## src/rtl/opsram_mreg_resp.sv

```systemverilog
module opsram_mreg_resp #(
  parameter int          DUMMY  = 3,
  parameter int          CNT_W  = 4,
  parameter logic [15:0] RD_CMD = 16'h4040,
  parameter logic [15:0] WR_CMD = 16'hC0C0,
  parameter logic [7:0]  DEF0   = 8'h09,
  parameter logic [7:0]  DEF1   = 8'h0D,
  parameter logic [7:0]  DEF2   = 8'h93,
  parameter logic [7:0]  DEF3   = 8'h20,
  parameter logic [7:0]  DEF4   = 8'h20,
  parameter logic [7:0]  DEF8   = 8'h05
) (
  input  logic       clk,
  input  logic       rst_n,
  input  logic       cs_n,
  input  logic       rx_valid,
  input  logic [7:0] rx_byte,
  output logic [7:0] tx_byte
);
  localparam int ADDR_IDX = DUMMY + 2;
  localparam int DATA_CNT = ADDR_IDX + 2;
  localparam logic [CNT_W-1:0] CNT_MAX  = '1;
  localparam logic [CNT_W-1:0] ADDR_POS = CNT_W'(ADDR_IDX);
  localparam logic [CNT_W-1:0] DATA_POS = CNT_W'(DATA_CNT);
  localparam logic [CNT_W-1:0] LAST_POS = CNT_W'(DATA_CNT - 1);

  logic [CNT_W-1:0] cnt, cnt_nx;
  logic             par, par_nx;
  logic [15:0]      cmd, cmd_nx;
  logic             cmd_v, cmd_v_nx;
  logic [7:0]       addr, addr_nx;
  logic             addr_v, addr_v_nx;
  logic [7:0]       mr0, mr1, mr2, mr3, mr4, mr8;
  logic [7:0]       rd_lo, rd_hi;

  wire take  = rx_valid & ~cs_n;
  wire is_rd = cmd_v_nx && (cmd_nx == RD_CMD);
  wire is_wr = cmd_v_nx && (cmd_nx == WR_CMD);
  wire wr_go = take && is_wr && addr_v && (cnt == LAST_POS);

  always_comb begin
    cnt_nx    = cnt;
    par_nx    = par;
    cmd_nx    = cmd;
    cmd_v_nx  = cmd_v;
    addr_nx   = addr;
    addr_v_nx = addr_v;
    if (take) begin
      if (cnt == '0) cmd_nx[7:0] = rx_byte;
      if (cnt == CNT_W'(1)) begin
        cmd_nx[15:8] = rx_byte;
        cmd_v_nx     = 1'b1;
      end
      if (cnt == ADDR_POS) begin
        addr_nx   = rx_byte;
        addr_v_nx = 1'b1;
      end
      if (cnt != CNT_MAX) cnt_nx = cnt + CNT_W'(1);
      par_nx = ~par;
    end
  end

  always_comb begin
    rd_lo = 8'h00;
    rd_hi = 8'h00;
    case (addr_nx)
      8'd0: begin rd_lo = mr0; rd_hi = mr1; end
      8'd1: begin rd_lo = mr1; rd_hi = mr2; end
      8'd2: begin rd_lo = mr2; rd_hi = mr3; end
      8'd3: begin rd_lo = mr3; rd_hi = mr4; end
      8'd4: begin rd_lo = mr4; rd_hi = mr8; end
      8'd8: begin rd_lo = mr8; rd_hi = mr0; end
      default: ;
    endcase
  end

  assign tx_byte = (take && is_rd && addr_v_nx && (cnt_nx >= DATA_POS))
                   ? (par_nx ? rd_hi : rd_lo) : 8'h00;

  always_ff @(posedge clk) begin
    if (!rst_n) begin
      cnt    <= '0;
      par    <= 1'b0;
      cmd    <= 16'h0000;
      cmd_v  <= 1'b0;
      addr   <= 8'h00;
      addr_v <= 1'b0;
      mr0    <= DEF0;
      mr1    <= DEF1;
      mr2    <= DEF2;
      mr3    <= DEF3;
      mr4    <= DEF4;
      mr8    <= DEF8;
    end else if (cs_n) begin
      cnt    <= '0;
      par    <= 1'b0;
      cmd_v  <= 1'b0;
      addr_v <= 1'b0;
    end else begin
      cnt    <= cnt_nx;
      par    <= par_nx;
      cmd    <= cmd_nx;
      cmd_v  <= cmd_v_nx;
      addr   <= addr_nx;
      addr_v <= addr_v_nx;
      if (wr_go) begin
        case (addr)
          8'd0: mr0 <= rx_byte;
          8'd4: mr4 <= rx_byte;
          8'd8: mr8 <= rx_byte;
          default: ;
        endcase
      end
    end
  end
endmodule

```

## config.mk

```make
export PLATFORM = sky130hd
export DESIGN_NAME = opsram_mreg_resp
export DESIGN_NICKNAME = d
export VERILOG_FILES = /design/src/rtl/opsram_mreg_resp.sv
export SDC_FILE = /design/constraint.sdc
export NUM_CORES = 1
export LEC_CHECK = 0
export CAP_MARGIN = 30
export CORE_ASPECT_RATIO = 0.75
export CORE_MARGIN = 2
export CORE_UTILIZATION = 63
export DETAILED_ROUTE_END_ITERATION = 8
export DONT_BUFFER_PORTS = 1
export PLACE_DENSITY = 0.79
export SETUP_SLACK_MARGIN = 0.2
export SLEW_MARGIN = 20
export SYNTH_ARGS = -nofsm -noshare
export SYNTH_HDL_FRONTEND = slang
export SYNTH_SLANG_ARGS = --single-unit
```

## constraint.sdc

```tcl
create_clock -name clk -period 4.1 [get_ports clk]
set_clock_uncertainty 0.15 [all_clocks]
set_input_delay 0.82 -clock clk [delete_from_list [all_inputs] [get_ports clk]]
set_output_delay 0.82 -clock clk [all_outputs]
set_load 0.005 [all_outputs]
```

==> results of run 1 <==
[synthesized netlist by cell type, types with 5 or more instances]
master                     count
sky130_fd_sc_hd__nor2b_1      28
sky130_fd_sc_hd__nand2_1      48
sky130_fd_sc_hd__a22oi_1       8
sky130_fd_sc_hd__nand3_1      27
sky130_fd_sc_hd__nor2_1       12
sky130_fd_sc_hd__a221oi_1      6
sky130_fd_sc_hd__dfxtp_1      55
sky130_fd_sc_hd__a211oi_1      7
sky130_fd_sc_hd__and2_1        5
sky130_fd_sc_hd__a21oi_1       5
sky130_fd_sc_hd__a311oi_1      5
sky130_fd_sc_hd__clkbuf_1     14
sky130_fd_sc_hd__and3_1        8
sky130_fd_sc_hd__nand2b_1      5
sky130_fd_sc_hd__buf_2         8
sky130_fd_sc_hd__nor4_1        5
sky130_fd_sc_hd__inv_1         5
sky130_fd_sc_hd__o21ai_0       9
sky130_fd_sc_hd__mux2i_1      25
sky130_fd_sc_hd__ha_1          5
sky130_fd_sc_hd__nand4_1       7
sky130_fd_sc_hd__a21boi_0     22
[metrics by stage]
step	util (%)	power (W)	setup slack [ns]
after floorplan	-	0.0006070	0.3735
after global placement	65.77	0.0006064	0.2374
after detailed placement	65.77	0.0006075	0.2436
after CTS	68.83	0.0009143	0.2050
after global routing	70.29	0.0009467	0.2018
final	70.29	0.0009156	0.2500
[per-layer routing]
layer,global-route usage [%],up-vias
li1,-,1339
met5,0,-
met2,41.24,190
met3,5.732,20
met1,45.88,1357
met4,10.32,0
[cell families after synthesis]
family	Yosys count
AND/OR/NAND/NOR	160
AO/OA/AOI/OAI	84
flip-flops	55
buffers and inverters	31
multiplexers	26
adder cells (fa/ha/maj)	5
XOR/XNOR	3
[tightest hold or removal path: stages, from the launching register on]
cell	delay (ns)
sky130_fd_sc_hd__dfxtp_1	0.32
sky130_fd_sc_hd__nand2_1	0.05
sky130_fd_sc_hd__a21boi_0	0.06
[flip-flops by register name (all words and copies together), names as in the netlist]
| register | flops |
|---|---|
| cmd | 16 |
| cmd_v | 1 |
| par | 1 |
| mr8 | 8 |
| mr4 | 8 |
| cnt | 4 |
| addr_v | 1 |
| addr | 8 |
| mr0 | 8 |
[what timing repair did]
action,CTS,global route
hold buffers,0,0
pin swaps,2,7
resized for setup,10,17
setup buffers,1,1
setup endpoints to repair,8,8
[power groups by stage]
| stage | combinational (W) | clock (W) | sequential, W |
|---|---|---|---|
| 2_1_floorplan | 0.0000529 | 0 | 0.000554 |
| 3_3_place_gp | 0.0000517 | 0 | 0.000555 |
| 3_5_place_dp | 0.0000526 | 0 | 0.000555 |
| 4_1_cts | 0.0000555 | 0.000316 | 0.000542 |
| 5_1_grt | 0.0000643 | 0.000339 | 0.000543 |
| 6_report | 0.0000591 | 0.000314 | 0.000542 |
[final cells by class]
class | count | area, um^2 | share of cell area, %
Multi-Input combinational cell | 278 | 1946 | 57.46
Sequential cell | 55 | 1109 | 32.74
Timing Repair Buffer | 19 | 146.4 | 4.324
Tap cell | 60 | 75.07 | 2.217
Clock buffer | 5 | 68.82 | 2.033
Clock inverter | 3 | 22.52 | 0.6652
Inverter | 5 | 18.77 | 0.5543
[path summary, 6_finish.rpt]
kind | slack, ns | endpoint
setup reg to reg | 1.10 | mr4[1]
hold reg to reg | 0.32 | cmd[13]
hold / removal | 0.32 | cmd[13]
setup / recovery | 0.25 | tx_byte[6]
==> impl_metrics.json, run 1 <==
{
  "hold_start": "cmd[13]",
  "ff2ff_path_depth": 7,
  "worstPathRequired_ns": 3.13,
  "layout.cells.non_filler": 425,
  "clk-insertion-delay-late_ns": 0.33,
  "worst_setup_path_class": "input port to primary output",
  "finalCritPeriodShare_pct": 93.90,
  "post_synth_num_cell_types": 51,
  "layout_commonest_cell": "sky130_fd_sc_hd__dfxtp_1",
  "cts_num_sinks": 55,
  "totalWireLength_mm": 7.996,
  "post_syn_area_per_cell_um2": 8.480,
  "die-area_um2": 5481,
  "syn_area_um2": 3087,
  "placed_cell_area_um2": 3168,
  "layout.cell_area.non_filler_um2": 3386,
  "io_pins": 20,
  "initial_core_utilization_pct": 64.08,
  "timing.max_slew.rel_slack_pct": 54.07,
  "path_delay_family": "simple AND/OR/NAND/NOR gates",
  "cell_count_post_placement": 414,
  "grt_first_pass_wirelength_mm": 13.02,
  "grt_max_degree": 50,
  "synth_xor_area_share_pct": 0.8512,
  "vias_in_the_first_global_route": 2567,
  "share_comb_of_total_power_pct": 6.5,
  "regToRegStartpoint": "cnt[3]",
  "cp_cell_sequence": "or4b_1 > o21ai_0 > and2_1 > nand3_1 > or3_4 > a311oi_2 > buf_4",
  "yosysTopAreaCell": "sky130_fd_sc_hd__dfxtp_1",
  "detail_route.vias_per_cell": 6.838,
  "synth_ff_type": "sky130_fd_sc_hd__dfxtp_1",
  "setup_repair_after_global_routing_missed_its_margin": "true",
  "start_point_of_the_critical_path": "cs_n",
  "insertedDiodeCount": 0,
  "synth-seq-area-share_pct": 35.67,
  "syn2layout_area_growth_pct": 9.688,
  "final_layout_size_suffix_gt1_share_pct": 14.52,
  "setup_violating_endpoint_count_in_the_final_report": 0,
  "route.antenna.remaining_nets": 0,
  "seq_power_share_pct": 59.2,
  "layout.nets": 381,
  "routed-via-count": 2906,
  "htree_levels": 2,
  "setup.worst_path.end_class": "primary output",
  "cp_slowest_cell": "sky130_fd_sc_hd__or4b_1",
  "fp.coreArea_um2": 4817,
  "crit_path_max_fanout": 8,
  "run_status": "complete, no violations",
  "worstSetupPathDepth": 7,
  "worst_slew_pin_slew_ns": 0.6869,
  "yosys-mux-area-fraction_pct": 8.472,
  "chipHeight_um": 64.62,
  "cts.clk_slew.worst_paths_ns": 0.09,
  "synthesis.nets": 381,
  "synth_edf_count": 0,
  "first_pass_iters": 6,
  "finalMaxSlewViolations": 0,
  "place_congestion": 0.9507,
  "cts_tree": "done",
  "port_buffers": 0,
  "timing.fmax_mhz": 259.7,
  "setup-tns-final_ns": 0,
  "fillerInstances": 370,
  "total_switching_power_w": 0.0002264,
  "final_period_minus_worst_setup_slack_ns": 3.850,
  "final_cell_mix": "51 x sky130_fd_sc_hd__dfxtp_1, 48 x sky130_fd_sc_hd__nand2_1, 28 x sky130_fd_sc_hd__nor2b_1, 27 x sky130_fd_sc_hd__nand3_1, 25 x sky130_fd_sc_hd__mux2i_1",
  "kind_of_start_point_of_the_critical_path": "input port",
  "synth_largest_type_area_fraction_pct": 35.67,
  "peakVddDrop_uv": 221.7,
  "yosys.area_share.simple_pct": 27.81,
  "swShare_pct": 24.72,
  "powerDensity_nw_per_um2": 270.4,
  "adder_cell_area_share_of_the_yosys_netlist_pct": 2.027,
  "synth_top_family_by_area": "simple AND/OR/NAND/NOR gates",
  "netlist_instances": 364,
  "yosys_warnings": 0,
  "yosys_register_bits": 55,
  "cap_violations": 0,
  "worst-path-buf-inv": 1,
  "cts_root_buffer_type": "sky130_fd_sc_hd__clkbuf_8",
  "wire_per_inst_um": 18.81,
  "drt_iter0_drc": 531,
  "power_leakage_nw": 1.240,
  "crit_arrival_ns": 2.88,
  "hold-path-cell-count": 2,
  "grt_use_total_pct": 29.87,
  "synth_area_leaders": "sky130_fd_sc_hd__dfxtp_1 36%, sky130_fd_sc_hd__mux2i_1 8.1%, sky130_fd_sc_hd__nand2_1 5.8%, sky130_fd_sc_hd__nor2b_1 5.7%, sky130_fd_sc_hd__a21boi_0 5.4%",
  "p_int_w": 0.0006893,
  "max_stage_delay_ns": 0.62,
  "wl_met2_mm": 3.344,
  "holdWs_ns": 0.3237,
  "top_layer": "met4",
  "wirelength_met1_mm": 3.619,
  "hold_class": "flip-flop to flip-flop",
  "placementRows": 22,
  "wl_met3_um": 884,
  "async_reset_ff_share_pct": 0,
  "power.clock.fraction_pct": 34.3,
  "antenna_found_initial": 0,
  "drt_drc_violations_left": 0,
  "dp_hpwl_mm": 5.397,
  "die_width_um": 84.83,
  "finalHoldViolCount": 0,
  "clockBufferDepth": 2,
  "globalRouteOverflowTotal": 0,
  "tritoncts.num_buffers": 5,
  "synth_compound_area_share_pct": 20.59
}
(Power assumes the default switching activity.)
==> run 2: changes to the inputs <==
Settings changed: CORE_UTILIZATION 63 to 66, CTS_BUF_LIST set to sky130_fd_sc_hd__clkbuf_8, PLACE_DENSITY 0.79 to 0.82.
==> run 2 against run 1 <==
Compared with the run above:
- die area fell by 4.3%
- clock-buffer cell count did not move
- sequential cell count did not move
- final cell count rose by 0.71%
- sequential share of layout area rose by 0.11 points
- combinational power rose by 3.7%
- total power fell by 1.2%
- global-route usage rose by 1.3 points
==> impl_metrics.json, run 2 (synthesized netlist as in run 1, its figures left out) <==
{
  "run_status": "complete, no violations",
  "insertedDiodeCount": 0,
  "finalHoldViolCount": 0,
  "place_congestion": 0.8932,
  "final_layout_size_suffix_gt1_share_pct": 14.02,
  "placed_cell_area_um2": 3171,
  "totalWireLength_mm": 8.260,
  "clockBufferDepth": 2,
  "timing.fmax_mhz": 257.8,
  "io_pins": 20,
  "globalRouteOverflowTotal": 0,
  "clk-insertion-delay-late_ns": 0.31,
  "powerDensity_nw_per_um2": 268.4,
  "hold_class": "flip-flop to flip-flop",
  "drt_drc_violations_left": 0,
  "die-area_um2": 5245,
  "setup.worst_path.end_class": "primary output",
  "power_leakage_nw": 1.259,
  "timing.max_slew.rel_slack_pct": 51.13,
  "worst_setup_path_class": "flip-flop to primary output",
  "layout.cell_area.non_filler_um2": 3371,
  "htree_levels": 2,
  "setup_violating_endpoint_count_in_the_final_report": 0,
  "sum_of_internal_switching_and_leakage_power_w": 0.0009046,
  "worst_slew_pin_slew_ns": 0.7309,
  "syn2layout_area_growth_pct": 9.201,
  "routed-via-count": 2920,
  "detail_route.vias_per_cell": 6.822,
  "setup-tns-final_ns": 0,
  "cts_tree": "done",
  "crit_path_max_fanout": 10,
  "crit_arrival_ns": 2.91,
  "tritoncts.num_buffers": 5,
  "port_buffers": 0,
  "fillerInstances": 332,
  "setup_repair_after_global_routing_missed_its_margin": "false",
  "wire_per_inst_um": 19.30,
  "kind_of_start_point_of_the_critical_path": "flip-flop",
  "drt_iter0_drc": 396,
  "placementRows": 21,
  "initial_core_utilization_pct": 68.70,
  "cts.clk_slew.worst_paths_ns": 0.10,
  "cts_root_buffer_type": "sky130_fd_sc_hd__clkbuf_8",
  "final_cell_mix": "52 x sky130_fd_sc_hd__dfxtp_1, 48 x sky130_fd_sc_hd__nand2_1, 28 x sky130_fd_sc_hd__nor2b_1, 27 x sky130_fd_sc_hd__nand3_1, 25 x sky130_fd_sc_hd__mux2i_1",
  "route.antenna.remaining_nets": 0,
  "cts_num_sinks": 55,
  "dp_hpwl_mm": 5.329,
  "finalCritPeriodShare_pct": 94.62,
  "registers.top_by_ff_count": "cmd",
  "final_period_minus_worst_setup_slack_ns": 3.879,
  "grt_use_total_pct": 31.16,
  "layout_commonest_cell": "sky130_fd_sc_hd__dfxtp_1",
  "holdWs_ns": 0.3176,
  "vias_in_the_first_global_route": 2657,
  "layout.nets": 387,
  "multi_input_comb_area_um2": 1897,
  "die_width_um": 82.97,
  "chipHeight_um": 63.23,
  "fp.coreArea_um2": 4493,
  "cap_violations": 0,
  "grt_max_degree": 50,
  "first_pass_iters": 5,
  "post_route_core_utilization_pct": 75.02,
  "peakVddDrop_uv": 215.8,
  "worstPathRequired_ns": 3.13,
  "cts_hold_buffers": 0,
  "grt_first_pass_wirelength_mm": 13.23,
  "max_reg_flops": 16,
  "finalMaxSlewViolations": 0,
  "area.sequential_um2": 1107,
  "antenna_found_initial": 0
}
==> run 2: per-layer routing <==
| layer | track usage (%) | vias to the layer above | wire (um) |
|---|---|---|---|
| met2 | 45.97 | 161 | 3594 |
| met1 | 45.16 | 1399 | 3726 |
| met3 | 7.339 | 9 | 858 |
| met5 | 0 | - | 0 |
| li1 | - | 1351 | - |
| met4 | 9.631 | 0 | 80 |
==> run 2: worst paths after layout <==
kind | startpoint | end | slack, ns | depth (start not counted)
max | cnt[1] | tx_byte[4] | 0.22 | 11
min | cmd[6] | cmd[6] | 0.32 | 2
max reg2reg | cnt[3] | mr8[4] | 1.05 | 8
min reg2reg | cmd[6] | cmd[6] | 0.32 | 2
==> run 2: metrics by stage <==
stage               setup WS (ns)  instances
floorplan                  0.3735        364
global placement           0.2882        413
detailed placement         0.2265        413
CTS                        0.1963        421
global route               0.1011        428
finish                     0.2206        428
==> run 2: worst max-delay path: stages, from the launching register on <==
cell,delay (ns)
sky130_fd_sc_hd__dfxtp_2,0.37
sky130_fd_sc_hd__inv_2,0.09
sky130_fd_sc_hd__ha_1,0.18
sky130_fd_sc_hd__inv_2,0.09
sky130_fd_sc_hd__or4_4,0.50
sky130_fd_sc_hd__a222oi_1,0.33
sky130_fd_sc_hd__buf_4,0.18
sky130_fd_sc_hd__clkdlybuf4s15_2,0.24
sky130_fd_sc_hd__buf_4,0.12
sky130_fd_sc_hd__a22oi_2,0.04
sky130_fd_sc_hd__a311oi_1,0.29
sky130_fd_sc_hd__buf_4,0.17
==> run 2: power breakdown <==
group | leakage [nW] | internal (W) | total (W) | switching [W]
registers | 0.446 | 0.000539 | 0.000542 | 0.00000324
logic | 0.767 | 0.0000287 | 0.0000613 | 0.0000325
clock network | 0.0453 | 0.000118 | 0.000301 | 0.000184
==> run 2: cell type report <==
class                   count  share of cell area, %
multi-input cells         278                  56.27
flip-flops and latches     55                  32.85
repair buffers             25                  5.679
well taps                  57                  2.116
clock buffers               5                  2.042
inverters                   5                 0.5568
clock inverters             3                 0.4826
==> run 2: timing repair <==
item / in CTS / in global routing
pin swaps: 0 / 8
setup buffers: 0 / 6
setup endpoints to repair: 8 / 8
resized for setup: 4 / 16
cloned: 0 / 1
